### config.mk
export PLATFORM = sky130hd
export DESIGN_NAME = uart_regfront
export DESIGN_NICKNAME = d
export VERILOG_FILES = /design/src/rtl/uart_rf_pkg.sv /design/src/rtl/uart_rf_decode.sv /design/src/rtl/uart_rf_rxhold.sv /design/src/rtl/uart_rf_txpush.sv /design/src/rtl/uart_regfront.sv
export SDC_FILE = /design/constraint.sdc
export NUM_CORES = 1
export LEC_CHECK = 0
export ABC_AREA = 1
export BUFFER_PORTS_ARGS = -buffer_cell sky130_fd_sc_hd__buf_2
export CAP_MARGIN = 40
export CORE_MARGIN = 2
export CORE_UTILIZATION = 36
export CTS_BUF_LIST = sky130_fd_sc_hd__clkbuf_8 sky130_fd_sc_hd__clkbuf_16
export CTS_CLUSTER_SIZE = 30
export DETAILED_ROUTE_END_ITERATION = 8
export MAX_ROUTING_LAYER = met4
export PLACE_DENSITY = 0.75
export SYNTH_ARGS = -nofsm -noshare
export SYNTH_HDL_FRONTEND = slang
export SYNTH_HIERARCHICAL = 1
export SYNTH_SLANG_ARGS = --single-unit
### constraint.sdc
create_clock -name clk -period 1.17 [get_ports clk]
set_input_delay 0.117 -clock clk [delete_from_list [all_inputs] [get_ports clk]]
set_output_delay 0.117 -clock clk [all_outputs]
set_load 0.01 [all_outputs]
### src/rtl/uart_rf_pkg.sv
package uart_rf_pkg;
  localparam int unsigned IDX_TX       = 0;
  localparam int unsigned IDX_RX       = 1;
  localparam int unsigned IDX_ST       = 5;
  localparam int unsigned WINDOW_BYTES = 24;
  localparam int unsigned ST_RXF_BIT   = 0;
  localparam int unsigned ST_TXR_BIT   = 1;

  typedef enum logic [1:0] {RD_NONE, RD_RX, RD_ST} rd_kind_e;

  function automatic int unsigned word_index(input int unsigned byte_addr);
    return byte_addr >> 2;
  endfunction

  function automatic logic [31:0] status_word(input logic rxf, input logic txr);
    logic [31:0] w;
    w = '0;
    w[ST_RXF_BIT] = rxf;
    w[ST_TXR_BIT] = txr;
    return w;
  endfunction
endpackage

### src/rtl/uart_rf_decode.sv
module uart_rf_decode
  import uart_rf_pkg::*;
#(
  parameter int ADDR_W = 5,
  parameter int BE_W   = 4
) (
  input  logic              sel,
  input  logic              wr,
  input  logic [ADDR_W-1:0] addr,
  input  logic [BE_W-1:0]   be,
  output rd_kind_e          rd_kind,
  output logic              tx_wr_hit
);
  logic acc_ok;
  int unsigned idx;

  always_comb begin
    acc_ok    = sel && (be == '1) && (addr[1:0] == 2'b00) &&
                (int'(addr) < int'(WINDOW_BYTES));
    idx       = word_index(int'(addr));
    rd_kind   = RD_NONE;
    tx_wr_hit = 1'b0;
    if (acc_ok) begin
      if (wr) begin
        tx_wr_hit = (idx == IDX_TX);
      end else if (idx == IDX_RX) begin
        rd_kind = RD_RX;
      end else if (idx == IDX_ST) begin
        rd_kind = RD_ST;
      end
    end
  end
endmodule

### src/rtl/uart_rf_rxhold.sv
module uart_rf_rxhold #(
  parameter int DATA_W = 8
) (
  input  logic              clk,
  input  logic              rst_n,
  input  logic              in_valid,
  input  logic [DATA_W-1:0] in_data,
  output logic              in_ready,
  input  logic              rd_clear,
  output logic [DATA_W-1:0] held,
  output logic              full
);
  logic accept;

  assign in_ready = !full;
  assign accept   = in_valid && !full;

  always_ff @(posedge clk) begin
    if (!rst_n) begin
      full <= 1'b0;
      held <= '0;
    end else begin
      full <= (full && !rd_clear) || accept;
      if (accept) held <= in_data;
    end
  end

  AST_RX_ACCEPT_LOADS: assert property (@(posedge clk) disable iff (!rst_n)
    accept |=> full && (held == $past(in_data)));
  AST_RX_HOLD_STABLE: assert property (@(posedge clk) disable iff (!rst_n)
    full && !rd_clear |=> full && $stable(held));
  AST_RX_READ_CLEARS: assert property (@(posedge clk) disable iff (!rst_n)
    rd_clear && full |=> !full);
endmodule

### src/rtl/uart_rf_txpush.sv
module uart_rf_txpush #(
  parameter int DATA_W = 8
) (
  input  logic              clk,
  input  logic              rst_n,
  input  logic              wr_hit,
  input  logic [DATA_W-1:0] wdata,
  input  logic              out_ready,
  output logic              out_valid,
  output logic [DATA_W-1:0] out_data
);
  logic push;

  assign push = wr_hit && out_ready;

  always_ff @(posedge clk) begin
    if (!rst_n) begin
      out_valid <= 1'b0;
      out_data  <= '0;
    end else begin
      out_valid <= push;
      if (push) out_data <= wdata;
    end
  end

  AST_TX_FROM_PUSH: assert property (@(posedge clk) disable iff (!rst_n)
    out_valid |-> $past(push));
  AST_TX_DROP: assert property (@(posedge clk) disable iff (!rst_n)
    wr_hit && !out_ready |=> !out_valid);
endmodule

### src/rtl/uart_regfront.sv
module uart_regfront
  import uart_rf_pkg::*;
#(
  parameter int ADDR_W = 5,
  parameter int BUS_W  = 32,
  parameter int DATA_W = 8
) (
  input  logic               clk,
  input  logic               rst_n,
  input  logic               bus_sel,
  input  logic               bus_wr,
  input  logic [ADDR_W-1:0]  bus_addr,
  input  logic [BUS_W/8-1:0] bus_be,
  input  logic [BUS_W-1:0]   bus_wdata,
  output logic [BUS_W-1:0]   bus_rdata,
  input  logic               rx_valid,
  input  logic [DATA_W-1:0]  rx_data,
  output logic               rx_ready,
  output logic               tx_valid,
  output logic [DATA_W-1:0]  tx_data,
  input  logic               tx_ready
);
  localparam int BE_W = BUS_W / 8;

  rd_kind_e          rd_kind;
  logic              tx_wr_hit;
  logic              rd_clear;
  logic              rx_full;
  logic [DATA_W-1:0] rx_held;
  logic [BUS_W-1:0]  rd_next;
  logic [31:0]       st_word;
  logic              unused_wdata;

  assign unused_wdata = ^bus_wdata[BUS_W-1:DATA_W];

  uart_rf_decode #(.ADDR_W(ADDR_W), .BE_W(BE_W)) u_dec (
    .sel(bus_sel), .wr(bus_wr), .addr(bus_addr), .be(bus_be),
    .rd_kind(rd_kind), .tx_wr_hit(tx_wr_hit)
  );

  assign rd_clear = (rd_kind == RD_RX);

  uart_rf_rxhold #(.DATA_W(DATA_W)) u_rx (
    .clk(clk), .rst_n(rst_n), .in_valid(rx_valid), .in_data(rx_data),
    .in_ready(rx_ready), .rd_clear(rd_clear), .held(rx_held), .full(rx_full)
  );

  uart_rf_txpush #(.DATA_W(DATA_W)) u_tx (
    .clk(clk), .rst_n(rst_n), .wr_hit(tx_wr_hit),
    .wdata(bus_wdata[DATA_W-1:0]), .out_ready(tx_ready),
    .out_valid(tx_valid), .out_data(tx_data)
  );

  assign st_word = status_word(rx_full, tx_ready);

  always_comb begin
    rd_next = '0;
    case (rd_kind)
      RD_RX:   rd_next[DATA_W-1:0] = rx_held;
      RD_ST:   rd_next = BUS_W'(st_word);
      default: rd_next = '0;
    endcase
  end

  always_ff @(posedge clk) begin
    if (!rst_n) bus_rdata <= '0;
    else        bus_rdata <= rd_next;
  end

  AST_BAD_RD_ZERO: assert property (@(posedge clk) disable iff (!rst_n)
    bus_sel && !bus_wr && (rd_kind == RD_NONE) |=> bus_rdata == '0);
  AST_ST_MIRROR: assert property (@(posedge clk) disable iff (!rst_n)
    rd_kind == RD_ST |=> bus_rdata[ST_TXR_BIT] == $past(tx_ready));
endmodule

* Yosys cells after proc, flatten, opt, wreduce, memory -nomap -nowiden *
Index checks and enable logic that the tools add are counted.

cells by class
  equality and inequality tests = 5
  reductions and logical operators = 11
  magnitude comparators = 1
  mux-type cells = 7

operator list
  kind                                            count
  zero test 32 bit                                1
  case mux 8 bit (2 select lines)                 1
  2-to-1 mux 2 bit                                4
  logical AND 1 bit                               6
  < comparator 5 bit (second input constant)      1
  == test 4 bit (second input constant)           1
  == test 3 x 1 -> 1 bit (second input constant)  1
  == test 3 bit (second input constant)           1
  == test 2 x 1 -> 1 bit (second input constant)  1
  == test 2 bit (second input constant)           1
  zero test 1 bit                                 2
  zero test 2 bit                                 1
  2-to-1 mux 1 bit                                2
  logical OR 1 bit                                1

storage, ports and cells
  input bits = 55
  logic and storage cells = 30
  output and inout port bits = 42
  flip-flop bits (word level) = 50

* Longest topological paths before layout *
  depth in word-level cells = 9
  depth in mapped cells = 10
  depth with buffers taken out = 10

* Hierarchy *
The synthesis kept the hierarchy.

modules (own cells, without submodules)
  module          area each (um^2)  seq. area each (um^2)  times used  cells an instance
  uart_regfront   473.0             160.2                  1           59
  uart_rf_rxhold  394.1             180.2                  1           58
  uart_rf_txpush  369.1             180.2                  1           54
  uart_rf_decode  88.8              0.0                    1           19

* Worst setup path after synthesis *
OpenSTA, ideal clock, no wires.

  path kind = input to register
  from = input port bus_be[1]
  to = register bus_rdata[0]
  cell stages on the path = 9
  setup slack = 0.063 ns
  arrival = 1.037 ns
  library setup time = 0.070 ns
  data required time = 1.100 ns
  buffers on the path = 0
  cells stage by stage = nand2_1 nor2_2 nand3_2 nor2_1 inv_1 ha_1 inv_1 nand2_2 a21oi_1

on the way
  longest elaborated chain between the ends = 7
  elaborated cells on any way between the ends = 8
  classes of those cells = eq/ne: 3; mux: 2; reduce/logical: 3

RTL lines
  what                                                            RTL line              source
  start: declaration                                              uart_regfront.sv:13   input logic [BUS_W/8-1:0] bus_be,
  == test 4 bit (*)                                               uart_rf_decode.sv:18  acc_ok = sel && (be == '1) && (addr[1:0] == 2'b00) &&
  logical AND 1 bit (*) (3 in a row)                              uart_rf_decode.sv:18
  2-to-1 mux 2 bit (*)                                            uart_rf_decode.sv:23  if (acc_ok) begin
  net rd_kind[0]                                                  uart_regfront.sv:25   rd_kind_e rd_kind;
  == test 2 bit / == test 2 x 1 -> 1 bit (equally long branches)  uart_regfront.sv:58   case (rd_kind)
  case mux 8 bit (2 select lines) (*)                             uart_regfront.sv:58
  end signal: assignment                                          uart_regfront.sv:67   else bus_rdata <= rd_next;
  end: declaration                                                uart_regfront.sv:15   output logic [BUS_W-1:0] bus_rdata,

The timed path passes the listed nets; every way through them passes the cells marked *.
A chain may end at the register's enable or synchronous reset.

* Final worst setup path *
  from = register u_rx.full
  to = output port rx_ready

on the way
  longest elaborated chain between the ends = 1

RTL lines
  what                      RTL line              source
  start: declaration        uart_rf_rxhold.sv:11  output logic full
  start signal: assignment  uart_rf_rxhold.sv:23  full <= (full && !rd_clear) || accept;
  zero test 1 bit           uart_rf_rxhold.sv:15  assign in_ready = !full;
  end: declaration          uart_regfront.sv:18   output logic rx_ready,

No other way between the ends.

==> out/summary.md <==
• **via count of the first global-routing pass** 962
• **post-synthesis cell type count** 18
• **finished layout cell area** 1570 um2
• **post-synthesis cell type with the largest combined area** sky130_fd_sc_hd__dfxtp_1
• **filler instances** 386
• **number of sinks handled by clock tree synthesis** 26
• **Clock Tree Root** sky130_fd_sc_hd__clkbuf_8
• **minimum clock period after layout** 1.11 ns
• **largest driver fanout on the critical path** 10
• **cts hold-fix bufs** 0
• **max-cap violation count** 0
• **DP HPWL** 1.71 mm
• **Syn Std Cell Area** 1330 um2
• **routed wire length** 2.17 mm
• **CTS Buffer Depth** 2
• **reg2reg setup slack** 0.29 ns
• **Layout Skew** 0.00246 ns
• **outcome** complete, no violations
• **first-pass GRT wire length** 3.87 mm
• **clock network latency to the later pin of the worst-skew pair** 0.26 ns
• **CTS tree** built
• **most common cell after layout, fill and taps aside** sky130_fd_sc_hd__buf_2
• **hold crit path type** primary input to flop
• **Final Max Slew Viols** 0
• **RR Endpoint** u_rx/held[1]
• **total global routing overflow** 0
• **worst setup path startpoint** u_rx/full
• **power density relative to cell area** 1170 nW/um2
• **number of vias per cell after detailed routing** 3.76
• **area taken by multi-input logic gates** 564 um2
• **total routing resource utilization after global routing** 11.5%
• **number of cells produced by synthesis** 190
• **part of the cycle the worst path needs** 95.0%
• **io pins** 97
• **commonest cells after routing, fill and taps aside** 48 x sky130_fd_sc_hd__buf_2, 43 x sky130_fd_sc_hd__nor2_1, 40 x sky130_fd_sc_hd__nand2_1
• **horizontal die dimension** 64.7 um
• **element type at the critical path start** flop
• **Final Hold Fails** 0
• **total of flip-flops plus latches after synthesis** 26
• **number of rows in the core area** 22
• **placer congestion estimate** 0.707
• **Detail Route Antenna Nets** 0
• **starting utilization of the core area** 36.7%
• **1st-pass router iterations** 4
• **launch instance of the worst register-to-register path** u_rx/full
• **total placed instance area** 1500 um2
• **number of DRC markers after the initial detailed-route iteration** 35
• **number of buffers inserted to repair setup after CTS** 0
• **VDD IR-drop max** 0.429 mV
• **post-cts resize count** 0
• **Core Region** 3610 um2
• **fraction of the core area covered by cells at the end of the flow** 43.5%
• **Static Leakage** 0.887 nW
• **Seq. cell area** 520 um2
• **Die H** 64.7 um
• **highest achievable clock rate** 899 MHz
• **routed length per instance** 7.60 um
• **pin count of the biggest net entering global routing** 26
• **die outline area** 4180 um2
• **number of buffers created by CTS** 3
• **DR DRC count** 0
• **largest cells by area after synthesis** sky130_fd_sc_hd__dfxtp_1 39%, sky130_fd_sc_hd__buf_4 14%, sky130_fd_sc_hd__nor2_1 12%
• **IO buf count** 48
• **CTS H-Tree Depth** 1
• **category of the worst setup path capture point** output pin
• **class of the most critical setup path** flop to output pin
• **vias after detailed routing** 1,075
• **Yosys warning count** 6
• **area grow syn2layout** 18.4%
• **Diodes inserted** 0
• **cells on worst reg2reg path** 4
• **critical path required time** 1.05 ns
• **final setup vio count** 0
• **initial antenna violation count** 0
• **top cell type's share of synthesized area** 39.3%
• **clock slew at the register clock pins of the worst setup and hold paths** 0.09 ns
• **share of post-route cells with drive strength above 1** 26.1%
• **setup repair after global routing missed its margin** false
• **worst hold path startpoint** bus_wdata[2]
• **Critical Path AT** 1.00 ns
• **sequential area share after synthesis** 39.3%
• **fin nets** 297
• **Critical Path End** rx_ready
• **post-synthesis area per instance** 6.97 um2
-- kinds of logic after synthesis --
family	synth area share, %
other cells	0.283
simple gates	31.6
buf+inv	24.6
compound gates	1.32
flops	39.3
fa+ha+maj	2.83
-- power by group --
group | switching (mW) | internal, mW | total, mW
Clock | 0.265 | 0.457 | 0.722
Combinational | 0.121 | 0.0724 | 0.193
Sequential | 0.0160 | 0.910 | 0.926
Total | 0.402 | 1.44 | 1.84
-- registers in the layout, summed over array words and instances, names as in the netlist --
signal,count
u_tx/out_valid,1
u_rx/full,1
u_tx/out_data,8
u_rx/held,8
bus_rdata,8
-- critical path, cell delays in order, from the launching register on --
cell,delay [ns]
sky130_fd_sc_hd__dfxtp_1,0.44
sky130_fd_sc_hd__inv_2,0.13
sky130_fd_sc_hd__buf_2,0.16
-- stage by stage --
step / TNS, ns / power (mW) / cells / setup slack [ns] / hold WS (ns)
4_1_cts: 0 / 1.86 / 286 / 0.0493 / 0.0692
3_3_place_gp: -0.590 / 1.14 / 282 / -0.0774 / 0.342
3_5_place_dp: -0.693 / 1.14 / 282 / -0.112 / 0.349
6_report: 0 / 1.84 / 286 / 0.0580 / 0.0742
2_1_floorplan: 0 / 1.13 / 213 / 0.0630 / 0.238
5_1_grt: 0 / 1.92 / 286 / 0.00459 / 0.0900
-- metal layers --
layer / part of all wire [%] / GRT usage (%) / up-vias
li1: - / - / 604
met1: 47 / 14.2 / 430
met2: 44 / 19.0 / 39
met3: 9.1 / 2.43 / 2
met4: 0.51 / 3.19 / 0
met5: 0 / - / -
-- worst min-delay path by stage --
| stage | endpoint | cells after the start | slack, ns |
|---|---|---|---|
| global placement | u_tx/out_data[1] | 3 | 0.34 |
| floorplan | bus_rdata[2] | 2 | 0.24 |
| global route | u_tx/out_data[0] | 3 | 0.09 |
| detailed placement | u_tx/out_data[2] | 3 | 0.35 |
| CTS | u_tx/out_data[2] | 3 | 0.07 |
| finish | u_tx/out_data[2] | 3 | 0.07 |
-- final cells by class --
| class | instances | share of cell area, % |
|---|---|---|
| sequential | 26 | 33.2 |
| tap | 48 | 3.83 |
| timing repair buffer | 49 | 15.8 |
| multi-input combinational | 131 | 36.0 |
| clock inverter | 1 | 1.91 |
| inverter | 28 | 6.70 |
| clock buffer | 3 | 2.63 |
-- synthesized netlist by cell type, drive strengths merged --
library cell and count:
dfxtp 26, buf 27, inv 28, ha 3
a21boi 1, nand2 42, nor2 47, conb 1
a21oi 2, nand3 12, clkbuf 1
Power figures use the tool's default switching activity.
